--- config.mk ---
export PLATFORM = sky130hd
export DESIGN_NAME = vpu_reg_port
export DESIGN_NICKNAME = d
export VERILOG_FILES = /design/src/rtl/vpu_pkg.sv /design/src/rtl/vpu_hold_fsm.sv /design/src/rtl/vpu_scroll_regs.sv /design/src/rtl/vpu_reg_port.sv
export SDC_FILE = /design/constraint.sdc
export NUM_CORES = 1
export LEC_CHECK = 0
export ABC_AREA = 1
export BUFFER_PORTS_ARGS = -buffer_cell sky130_fd_sc_hd__clkbuf_2
export CELL_PAD_IN_SITES_DETAIL_PLACEMENT = 0
export CELL_PAD_IN_SITES_GLOBAL_PLACEMENT = 1
export CORE_ASPECT_RATIO = 1.5
export CORE_MARGIN = 8
export CORE_UTILIZATION = 36
export CTS_CLUSTER_DIAMETER = 150
export DETAILED_ROUTE_END_ITERATION = 16
export PLACE_DENSITY = 0.89
export SLEW_MARGIN = 30
export SYNTH_ARGS = -nofsm -noshare
export SYNTH_HDL_FRONTEND = slang
export SYNTH_HIERARCHICAL = 1
export SYNTH_SLANG_ARGS = --single-unit
--- constraint.sdc ---
create_clock -name clk -period 1.2 [get_ports clk]
set_input_delay 0.18 -clock clk [delete_from_list [all_inputs] [get_ports clk]]
set_output_delay 0.18 -clock clk [all_outputs]
set_load 0.02 [all_outputs]
--- src/rtl/vpu_pkg.sv ---
package vpu_pkg;
    typedef enum logic {
        ST_HOLD = 1'b0,
        ST_RUN  = 1'b1
    } hold_state_t;

    localparam int unsigned IDX_CTRL   = 0;
    localparam int unsigned IDX_MASK   = 1;
    localparam int unsigned IDX_SCROLL = 5;
    localparam int unsigned IDX_DATA   = 7;
endpackage

--- src/rtl/vpu_hold_fsm.sv ---
module vpu_hold_fsm
    import vpu_pkg::*;
(
    input  logic clk,
    input  logic rst_n,
    input  logic frame_done,
    output logic hold,
    output logic odd_frame
);
    hold_state_t state_q, state_d;

    always_comb begin
        state_d = state_q;
        unique case (state_q)
            ST_HOLD: if (frame_done) state_d = ST_RUN;   // frame_end_release
            ST_RUN:  state_d = ST_RUN;                   // stay_run
        endcase
    end

    always_ff @(posedge clk or negedge rst_n) begin
        if (!rst_n) state_q <= ST_HOLD;
        else        state_q <= state_d;
    end

    always_ff @(posedge clk or negedge rst_n) begin
        if (!rst_n)          odd_frame <= 1'b0;
        else if (frame_done) odd_frame <= ~odd_frame;
    end

    assign hold = (state_q == ST_HOLD);


    release_on_frame_chk: assert property (@(posedge clk) disable iff (!rst_n)
        (hold && frame_done) |=> !hold);

    run_is_sticky_chk: assert property (@(posedge clk) disable iff (!rst_n)
        !hold |=> !hold);

    parity_flip_chk: assert property (@(posedge clk) disable iff (!rst_n)
        frame_done |=> (odd_frame != $past(odd_frame)));
endmodule

--- src/rtl/vpu_scroll_regs.sv ---
module vpu_scroll_regs #(
    parameter int COARSE_W = 5,
    parameter int FINE_W   = 3,
    localparam int DATA_W  = COARSE_W + FINE_W,
    localparam int T_W     = FINE_W + 2 + 2 * COARSE_W
) (
    input  logic              clk,
    input  logic              rst_n,
    input  logic              hold,
    input  logic              wr_scroll,
    input  logic              wr_ctrl,
    input  logic [DATA_W-1:0] wdata,
    output logic [T_W-1:0]    t_addr,
    output logic [FINE_W-1:0] fine_x,
    output logic              w_toggle
);
    localparam int CY_LO = COARSE_W;
    localparam int NT_LO = 2 * COARSE_W;
    localparam int FY_LO = 2 * COARSE_W + 2;

    always_ff @(posedge clk or negedge rst_n) begin
        if (!rst_n) begin
            t_addr   <= '0;
            fine_x   <= '0;
            w_toggle <= 1'b0;
        end else if (hold) begin
            t_addr   <= '0;
            fine_x   <= '0;
            w_toggle <= 1'b0;
        end else begin
            if (wr_ctrl)
                t_addr[NT_LO+1:NT_LO] <= wdata[1:0];
            if (wr_scroll) begin
                if (!w_toggle) begin
                    t_addr[COARSE_W-1:0] <= wdata[DATA_W-1:FINE_W];
                    fine_x               <= wdata[FINE_W-1:0];
                    w_toggle             <= 1'b1;
                end else begin
                    t_addr[T_W-1:FY_LO]       <= wdata[FINE_W-1:0];
                    t_addr[NT_LO-1:CY_LO]     <= wdata[DATA_W-1:FINE_W];
                    w_toggle                  <= 1'b0;
                end
            end
        end
    end


    first_write_sets_toggle_chk: assert property (@(posedge clk) disable iff (!rst_n)
        (!hold && wr_scroll && !w_toggle) |=> w_toggle);

    second_write_clears_toggle_chk: assert property (@(posedge clk) disable iff (!rst_n)
        (!hold && wr_scroll && w_toggle) |=> (!w_toggle && $stable(fine_x)));
endmodule

--- src/rtl/vpu_reg_port.sv ---
module vpu_reg_port
    import vpu_pkg::*;
#(
    parameter int ADDR_W   = 3,
    parameter int COARSE_W = 5,
    parameter int FINE_W   = 3,
    localparam int DATA_W  = COARSE_W + FINE_W,
    localparam int T_W     = FINE_W + 2 + 2 * COARSE_W
) (
    input  logic              clk,
    input  logic              rst_n,
    input  logic              sel_n,
    input  logic              rw,
    input  logic              strobe,
    input  logic [ADDR_W-1:0] addr,
    input  logic [DATA_W-1:0] wdata,
    input  logic [DATA_W-1:0] vram_rdata,
    input  logic              frame_done,
    output logic              hold,
    output logic              odd_frame,
    output logic [DATA_W-1:0] ctrl_q,
    output logic [DATA_W-1:0] mask_q,
    output logic [T_W-1:0]    t_addr,
    output logic [FINE_W-1:0] fine_x,
    output logic              w_toggle,
    output logic [DATA_W-1:0] rdbuf_q,
    output logic              ext_drive
);
    logic access, wr_en, rd_en;
    logic wr_ctrl, wr_mask, wr_scroll, rd_data;

    assign access    = strobe && !sel_n;
    assign wr_en     = access && !rw;
    assign rd_en     = access && rw;
    assign wr_ctrl   = wr_en && (addr == ADDR_W'(IDX_CTRL));
    assign wr_mask   = wr_en && (addr == ADDR_W'(IDX_MASK));
    assign wr_scroll = wr_en && (addr == ADDR_W'(IDX_SCROLL));
    assign rd_data   = rd_en && (addr == ADDR_W'(IDX_DATA));

    vpu_hold_fsm u_fsm (
        .clk        (clk),
        .rst_n      (rst_n),
        .frame_done (frame_done),
        .hold       (hold),
        .odd_frame  (odd_frame)
    );

    vpu_scroll_regs #(.COARSE_W(COARSE_W), .FINE_W(FINE_W)) u_scroll (
        .clk       (clk),
        .rst_n     (rst_n),
        .hold      (hold),
        .wr_scroll (wr_scroll),
        .wr_ctrl   (wr_ctrl),
        .wdata     (wdata),
        .t_addr    (t_addr),
        .fine_x    (fine_x),
        .w_toggle  (w_toggle)
    );

    always_ff @(posedge clk or negedge rst_n) begin
        if (!rst_n) begin
            ctrl_q  <= '0;
            mask_q  <= '0;
            rdbuf_q <= '0;
        end else if (hold) begin
            ctrl_q  <= '0;
            mask_q  <= '0;
            rdbuf_q <= '0;
        end else begin
            if (wr_ctrl) ctrl_q  <= wdata;
            if (wr_mask) mask_q  <= wdata;
            if (rd_data) rdbuf_q <= vram_rdata;
        end
    end

    assign ext_drive = ctrl_q[6];


    hold_keeps_zero_chk: assert property (@(posedge clk) disable iff (!rst_n)
        hold |-> (ctrl_q == '0 && mask_q == '0 && rdbuf_q == '0 &&
                  t_addr == '0 && fine_x == '0 && !w_toggle));

    ctrl_only_on_write_chk: assert property (@(posedge clk) disable iff (!rst_n)
        (!hold && !(strobe && !sel_n && !rw && addr == ADDR_W'(IDX_CTRL))) |=> $stable(ctrl_q));

    mask_only_on_write_chk: assert property (@(posedge clk) disable iff (!rst_n)
        (!hold && !(strobe && !sel_n && !rw && addr == ADDR_W'(IDX_MASK))) |=> $stable(mask_q));

    rdbuf_load_chk: assert property (@(posedge clk) disable iff (!rst_n)
        (!hold && strobe && !sel_n && rw && addr == ADDR_W'(IDX_DATA)) |=> (rdbuf_q == $past(vram_rdata)));
endmodule

==> results.json <==
{
  "die_x_um": 78.5,
  "ys_types": 20,
  "power_density_nw_per_um2": 1410,
  "vias": 1880,
  "ys.flop_type": "dfrtp_1",
  "synth_top_area_cell": "dfrtp_1",
  "cellLeakagePower_nw": 1.66,
  "slew_headroom_pct": 79.4,
  "multi_input_area_um2": 813,
  "max_cap_violations": 0,
  "r2r_start": "u_fsm/state_q",
  "final.setup_skew_ps": 2.79,
  "avgSynthCellArea_um2": 8.43,
  "hp-class": "input pin to flip-flop",
  "rsz0062_at_grt": "yes",
  "cts_buffer_depth": 2,
  "cp_max_fo": 10,
  "design.portCount": 71,
  "yosysTopAreaCellShare_pct": 53.4,
  "post-place-ws_ps": -26.0,
  "antenna_found_initial": 0,
  "synth_edf_count": 0,
  "gp_congestion": 0.789,
  "wl_per_cell_um": 13.1,
  "grt_start_max_net_pins": 46,
  "fin_cells": 409,
  "fin_crit_sh_pct": 96.3,
  "dp.cells": 396,
  "portBuffers": 70,
  "rr_worst_depth": 6,
  "cts.clk_slew.worst_paths_ps": 80,
  "die_height_um": 110,
  "drive_above_1_share_pct": 35.9,
  "start_util_pct": 36.7,
  "p_total_w": 0.00392,
  "final_antenna_net_count": 0,
  "setup_viol": 0,
  "clock-sinks": 45,
  "postSynthCellCount": 250,
  "setup_ws_ps": 43.8,
  "dp_hpwl_mm": 4.07,
  "max_freq_ghz": 0.865,
  "ir_drop_uv": 466,
  "overflow": 0,
  "final_hold_viol_count": 0,
  "worst_pin_slew_ps": 309,
  "placementRows": 34,
  "ys.warnings.count": 6,
  "cts_buffers": 5,
  "root_buffer": "clkbuf_8",
  "die-area_um2": 8610,
  "whs_ps": 94.8,
  "worstPathArrival_ps": 1400,
  "insertion_delay_ps": 290,
  "cp-end-kind": "flip-flop",
  "seq_area_um2": 1130,
  "drc": 0,
  "yosysSeqAreaShare_pct": 53.4,
  "yosys_register_bits": 45,
  "first_pass_iters": 4,
  "finalMaxSlewViolations": 0,
  "layout.nets": 361,
  "htreeDepth": 2,
  "ff2ff_setup_slack_ps": 40,
  "cp_data_required_time_ps": 1440,
  "path_class": "flip-flop to flip-flop",
  "synth.cell_area_um2": 2110,
  "syn_nets": 275,
  "worstHoldEndpoint": "u_fsm/state_q",
  "fin_crit_ps": 1160,
  "diodes": 0,
  "synth.top_cells.by_count": "nand2_1, nand3_1, dfrtp_1",
  "cp-start-kind": "flip-flop",
  "grt_usage_pct": 13.0,
  "grt_pass1_wl_mm": 9.03,
  "synthToLayoutAreaGrowth_pct": 31.8,
  "status": "completed",
  "yosysMostFrequentCell": "nand2_1",
  "r2r-end": "u_scroll/t_addr[1]",
  "hold_start": "frame_done",
  "wl_mm": 5.36,
  "design.core.area_um2": 5740,
  "fillers": 572,
  "cts_tree": "done",
  "synth_area_leaders": "dfrtp_1, nand2_1, nand3_1",
  "grt_pass1_vias": 1907,
  "drtIter0Drc": 135,
  "viasPerCell": 4.60,
  "hold_path_depth": 3,
  "async_flop_share_pct": 100
}
per-layer routing:
metal | vias to the layer above | wire length [um] | global-route usage [%]
li1 | 965 | - | -
met1 | 846 | 2060 | 13.9
met2 | 55 | 2850 | 22.7
met3 | 14 | 274 | 3.19
met4 | 0 | 167 | 7.58
met5 | - | 0 | 0
worst max-delay path by stage:
stage / slack, ps / endpoint / start
global placement: -20 / u_scroll/t_addr[1] / sel_n
finish: 40 / u_scroll/t_addr[1] / u_fsm/state_q
floorplan: 30 / u_scroll/fine_x[0] / sel_n
CTS: 4 / u_scroll/t_addr[12] / u_fsm/state_q
global route: -40 / u_scroll/fine_x[0] / u_fsm/state_q
detailed placement: -30 / u_scroll/t_addr[2] / sel_n
layout by cell type (no fill, tap or decap), types with 2 or more instances in the layout:
cell type / instances
nor2_4: 4
nand2_2: 5
inv_4: 2
dfrtp_1: 44
inv_1: 20
clkinv_4: 2
nand2_4: 3
nor2_2: 3
nor2_1: 15
clkbuf_8: 5
clkbuf_2: 69
nand4_1: 8
buf_4: 11
clkinv_2: 2
inv_2: 6
buf_12: 2
nand3_1: 48
nand2_1: 78
sequential cells by signal, summed over array words and instances (netlist names):
register and cells:
u_scroll/w_toggle 1, u_scroll/t_addr 15, ctrl_q 8, u_fsm/state_q 1
rdbuf_q 8, mask_q 8, u_scroll/fine_x 3, u_fsm/odd_frame 1
timing repair:
action	CTS	global route
endpoints found under the setup margin	2	14
resized for setup	4	5
hold endpoints to repair	45	0
hold buffers	1	0
buffers inserted	3	0
gates cloned	1	0
logic make-up after synthesis:
logic type | synth area share [%]
and+or+nand+nor | 37.8
DFF | 53.4
buffers and inverters | 8.55
AOI/OAI and AO/OA | 0.237
final cells by class:
cell class                      count  share of cell area [%]
Clock inverter                      2                   0.360
Multi-Input combinational cell    168                    29.3
Clock buffer                        6                    2.61
Sequential cell                    45                    40.6
Inverter                           30                    4.59
Timing Repair Buffer               86                    19.3
Tap cell                           72                    3.24
metrics by stage:
stage | instance area [um^2] | utilization (%) | setup TNS [ps]
final | 2780 | 48.4 | 0
after global routing | 2780 | 48.4 | -222
after floorplan | 2110 | - | 0
after detailed placement | 2610 | 45.4 | -234
after global placement | 2610 | 45.4 | -105
after CTS | 2770 | 48.1 | 0
power breakdown:
part	internal, W	switching, W	leakage [nW]
clock network	0.000404	0.000497	0.0450
registers	0.00178	0.000167	0.581
logic	0.000380	0.000693	1.04
total	0.00256	0.00136	1.66
worst max-delay path, cell delays in order, from the launching register on:
cell and delay [ps]:
dfrtp_1 340, inv_2 60, buf_4 130, bufbuf_16 270, nor2_1 170, nand2_1 70, nand2_1 60
Power figures use the tool's default switching activity.
